`src/rtl/phy_irq_unit.sv`:
```
module phy_irq_unit #(
  parameter int ADDR_W    = 5,
  parameter int DATA_W    = 16,
  parameter int ERR_LIMIT = 64,
  parameter int STAT_ADDR = 17,
  parameter int MASK_ADDR = 18,
  parameter int CTRL_ADDR = 19
) (
  input  logic              clk,
  input  logic              rst_n,
  input  logic              ev_an_done,
  input  logic              ev_rem_fault,
  input  logic              ev_link_down,
  input  logic              ev_an_ack,
  input  logic              ev_par_fault,
  input  logic              ev_page_rx,
  input  logic              rx_err_strobe,
  input  logic [ADDR_W-1:0] reg_addr,
  input  logic              reg_wr,
  input  logic              reg_rd,
  input  logic [DATA_W-1:0] reg_wdata,
  output logic [DATA_W-1:0] reg_rdata,
  output logic              irq
);
  localparam int NSRC    = 7;
  localparam int CNT_W   = $clog2(ERR_LIMIT + 1);
  localparam int DIS_BIT = 13;
  localparam int ANC_BIT = 12;

  logic [NSRC-1:0]  stat_q, mask_q;
  logic             dis_q;
  logic [CNT_W-1:0] cnt_q;

  wire stat_sel = reg_addr == ADDR_W'(STAT_ADDR);
  wire mask_sel = reg_addr == ADDR_W'(MASK_ADDR);
  wire ctrl_sel = reg_addr == ADDR_W'(CTRL_ADDR);
  wire clr      = reg_rd && stat_sel;
  wire cnt_inc  = rx_err_strobe && !dis_q;
  wire full_hit = cnt_inc && (cnt_q == CNT_W'(ERR_LIMIT - 1));
  wire [NSRC-1:0] ev = {ev_an_done, ev_rem_fault, ev_link_down, ev_an_ack,
                        ev_par_fault, ev_page_rx, full_hit};

  logic unused_wdata;
  assign unused_wdata = ^{reg_wdata[DATA_W-1:DIS_BIT+1], reg_wdata[DIS_BIT-1:NSRC]};

  always_ff @(posedge clk or negedge rst_n) begin
    if (!rst_n) begin
      stat_q <= '0;
      mask_q <= '0;
      dis_q  <= 1'b0;
      cnt_q  <= '0;
    end else begin
      stat_q <= (clr ? '0 : stat_q) | ev;
      if (clr)
        cnt_q <= '0;
      else if (cnt_inc && cnt_q < CNT_W'(ERR_LIMIT))
        cnt_q <= cnt_q + 1'b1;
      if (reg_wr && mask_sel) mask_q <= reg_wdata[NSRC-1:0];
      if (reg_wr && ctrl_sel) dis_q  <= reg_wdata[DIS_BIT];
    end
  end

  always_comb begin
    reg_rdata = '0;
    if (stat_sel) reg_rdata[NSRC-1:0] = stat_q;
    else if (mask_sel) reg_rdata[NSRC-1:0] = mask_q;
    else if (ctrl_sel) begin
      reg_rdata[DIS_BIT] = dis_q;
      reg_rdata[ANC_BIT] = stat_q[NSRC-1];
    end
  end

  assign irq = |(stat_q & mask_q);


  evt_survives_read_chk: assert property (@(posedge clk) disable iff (!rst_n)
    (clr && ev_page_rx) |=> stat_q[1]);


  read_clears_chk: assert property (@(posedge clk) disable iff (!rst_n)
    (clr && !ev_an_done && !ev_rem_fault && !ev_link_down && !ev_an_ack &&
     !ev_par_fault && !ev_page_rx && !rx_err_strobe) |=> stat_q == '0);


  cnt_sat_chk: assert property (@(posedge clk) disable iff (!rst_n)
    cnt_q <= CNT_W'(ERR_LIMIT));


  cnt_clear_chk: assert property (@(posedge clk) disable iff (!rst_n)
    clr |=> cnt_q == '0);


  cnt_hold_chk: assert property (@(posedge clk) disable iff (!rst_n)
    (dis_q && !clr) |=> $stable(cnt_q));


  irq_masked_chk: assert property (@(posedge clk) disable iff (!rst_n)
    (mask_q == '0) |-> !irq);
endmodule

```
`config.mk`:
```
export PLATFORM = sky130hd
export DESIGN_NAME = phy_irq_unit
export DESIGN_NICKNAME = d
export VERILOG_FILES = /design/src/rtl/phy_irq_unit.sv
export SDC_FILE = /design/constraint.sdc
export NUM_CORES = 1
export LEC_CHECK = 0
export CORE_MARGIN = 4
export CORE_UTILIZATION = 25
export DETAILED_ROUTE_END_ITERATION = 6
export PLACE_DENSITY = 0.52
export SLEW_MARGIN = 20
export SYNTH_ARGS = -nofsm -noshare
export SYNTH_HDL_FRONTEND = slang
export SYNTH_SLANG_ARGS = --single-unit
```
`constraint.sdc`:
```
create_clock -name clk -period 2.25 [get_ports clk]
set_input_delay 0.5625 -clock clk [delete_from_list [all_inputs] [get_ports clk]]
set_output_delay 0.5625 -clock clk [all_outputs]
set_load 0.005 [all_outputs]
```
# After elaboration in Yosys (flattened, before gate mapping)
# Cells that the tools add are included.
# totals
register_bits	22
latchBits	0
ramBits	0
romBits	0
input_bits	32
output_inout_bits	17
word_cells	29
mem_count	0
# op_classes
add_sub_neg	1
n_mul	0
n_div	0
n_lt_le_gt_ge	1
n_eq_ne	4
shift	0
n_mux	8
n_bitwise	2
reduce_logical	9
# ops
operator	count
2-to-1 mux 7 bit	5
== test 5 bit, second input constant	3
adder 7 x 1 -> 7 bit, second input constant	1
AND 7 bit	1
== test 7 x 6 -> 1 bit, second input constant	1
less-than comparator 7 bit, second input constant	1
bitwise OR 7 bit	1
OR reduction 7 bit	1
logical AND 1 bit	6
2-to-1 mux 2 bit	3
nonzero test 2 bit	1
logical NOT 1 bit	1

# Longest topological paths before layout
# logic_depth
ltp_word	5
depth_mapped	4
ltp_nobuf	4

# Least setup slack after synthesis
# Ideal clock, no wire load.
# synth_timing
path_kind	input-to-output
startpoint	in reg_addr[3]
endpoint	out reg_rdata[0]
arrival_time_ns	1.445
required_ns	1.688
setup_slack_ns	0.243
stages	3
path_buffers	0
path_cell_list	or3b_4 > nor3b_4 > a22o_2
# synth_between
elab_chain_cells	3
word_cells_on_any_way	4
# synth_rtl
element	line_no	rtl
start, declared	18	input logic [ADDR_W-1:0] reg_addr,
== test 5 bit	35	wire mask_sel = reg_addr == ADDR_W'(MASK_ADDR);
2-to-1 mux 7 bit	66	else if (mask_sel) reg_rdata[NSRC-1:0] = mask_q;
2-to-1 mux 7 bit (*)	65	if (stat_sel) reg_rdata[NSRC-1:0] = stat_q;
end, declared	22	output logic [DATA_W-1:0] reg_rdata,
# Mark *: on every way between the ends. The rest lies on a longest branch, timed or not.

# Final worst setup path
# Ends and elaborated chain as after synthesis.

==> reports/results.ini <==
[status]
outcome=finished, violations left
failed_checks=negative setup slack

[floorplanning]
start_util=0.259
die-width_um=75.3
core_um2=4380
io_pins=49
rows=24
dieArea_um2=5680
die_y_um=75.3

[detailed_routing]
first_pass_iters=4
vias_per_cell=4.67
drtIter0Drc=34
wl_um=2740
ant_nets=0
drc=0
vias=924
wl_per_cell_um=13.8

[clock_network]
cts_tree=yes
clk_latency_ps=250
ctsHoldBuffers=0
path_clk_slew_ps=80
clock_sinks=22
cts_made_buffers=3
clk_path_buf_depth=2
htreeDepth=1
cts-root-buf=clkbuf_8

[synthesis]
syn-cell-area_um2=1130
avgSynthCellArea_um2=11.6
synthFlopType=dfrtp_1
ys_types=33
yosysWarnings=0
synth_top_area_share=0.486
yosys.area.top_type=dfrtp_1
ys_top_cells_by_count=dfrtp_1 (22), mux2_2 (8), a21o_1 (7), a22o_2 (7), buf_4 (7)
yosysMostFrequentCell=dfrtp_1
ys_seq_area_frac=0.486
synthArstFlopShare=1.00
synth.area.top_cells=dfrtp_1 (49%), mux2_2 (7.9%), a22o_2 (6.2%)
synth_edf_count=0
synth-seq-cells=22
synth_cells=98

[flow_run]
drv_cap=0

[cells_and_area]
num_antenna_cells=0
final_cell_area_um2=1680
areaGrowthSynthToFinish_pct=48.3
nNetsFinal=181
fillers=431
drive_above_1_share=0.349
final_core_util=0.384

[placement]
place.gp.congestion=0.715
place_hpwl_um=2130
place_area_um2=1540
dp_slack_ps=-798
portBuffers=33

[pwr]
power_mw=1.06
ir_drop_uv=308
p_leak_nw=0.740
pwr_density_cell_nw_per_um2=629

[global_routing]
grt_max_degree=23
grt_pass1_vias=920
overflow=0
track_usage=0.0990
grt_pass1_wl_um=4180
antenna_found_initial=0

[timing]
fmax_mhz=434
slew_violations=0
finalHoldViolCount=0
rsz0062_at_grt=yes
fin_crit_sh=1.02
period_minus_slack_ps=2300
setup_viol=4
fin_ws_ps=-53.5
finalClockSkew_ps=0.563

[hold_path]
hold_class=reg2reg

[critical_path]
arrival_ps=1740
critPathKind=in2out
start_kind=primary input
endpoint_kind=output pin
cp.required_ps=1690
cp_max_fo=3

==> report_power, final <==
part           total, mW  internal (mW)  switching [mW]
clock network      0.237          0.119           0.118
registers          0.550          0.477          0.0731
logic              0.271          0.162           0.109
==> worst max-delay path, stage by stage <==
cell and delay [ps]:
buf_6 90, or3b_4 400, nor3b_4 180, buf_6 120, buf_6 100, buf_6 90
a22o_4 110, buf_6 80
==> per-layer routing <==
| layer | global-route usage | up-vias | wire, um |
|---|---|---|---|
| li1 | - | 443 | - |
| met1 | 0.121 | 461 | 1090 |
| met2 | 0.168 | 18 | 1470 |
| met3 | 0.0264 | 2 | 158 |
| met4 | 0.0350 | 0 | 15 |
| met5 | 0 | - | 0 |
==> layout by cell type, fill, tap and decap left out, types with 2 or more instances in the layout <==
master           count
clkbuf_8             3
o21ai_0              3
a21oi_1              3
a22o_2               2
conb_1               7
buf_6               10
xnor2_1              2
clkdlybuf4s50_1     19
buf_2                4
nand2_1              5
nor2_1               4
dfrtp_1             22
a22o_4               5
dlygate4sd2_1        2
and2_1               2
mux2_2               8
a21o_1               7
or3_1                3
a22oi_1              2
buf_4               11
nand3_1              2
==> registers in the layout, summed over array words and instances (netlist names) <==
register,flops
cnt_q,7
mask_q,7
stat_q,7
dis_q,1
==> final timing paths <==
path | from | end | slack [ps] | depth (start not counted)
worst min register to register | stat_q[4] | stat_q[4] | 520 | 1
worst max-delay path | reg_addr[3] | reg_rdata[0] | -50 | 8
min in group asynchronous | rst_n | mask_q[4] | 660 | 2
worst min-delay path | stat_q[4] | stat_q[4] | 520 | 1
max in group asynchronous | rst_n | cnt_q[0] | 1360 | 2
worst max register to register | cnt_q[6] | cnt_q[3] | 850 | 3
==> metrics by stage <==
| step | TNS (ps) | cells | hold slack [ps] |
|---|---|---|---|
| after floorplan | 0 | 104 | 267 |
| after global placement | -7250 | 187 | 491 |
| after detailed placement | -7260 | 187 | 494 |
| after CTS | -292 | 196 | 519 |
| after global routing | -598 | 198 | 529 |
| final | -205 | 198 | 520 |
==> cell families after synthesis <==
| kind of cell | count (synthesis) | share of synthesized area |
|---|---|---|
| AND/OR/NAND/NOR | 30 | 0.180 |
| AO/OA/AOI/OAI | 24 | 0.163 |
| flip-flops | 22 | 0.486 |
| multiplexers | 9 | 0.0883 |
| buffers and inverters | 9 | 0.0530 |
| XOR/XNOR | 2 | 0.0155 |
| adder cells (fa/ha/maj) | 1 | 0.0110 |
| other | 1 | 0.00331 |
==> layout make-up <==
cell class / count / area [um^2] / area share
repair buffers: 48 / 438 / 0.260
clock buffers: 3 / 41.3 / 0.0246
flip-flops and latches: 22 / 551 / 0.327
multi-input cells: 73 / 587 / 0.349
well taps: 52 / 65.1 / 0.0387
==> what timing repair did <==
item,CTS,global route
gates cloned,0,0
pin swaps,6,4
setup buffers,6,2
gates resized for setup,61,3
endpoints found under the setup margin,9,10
Note: power is estimated with default switching activity, not from simulation.
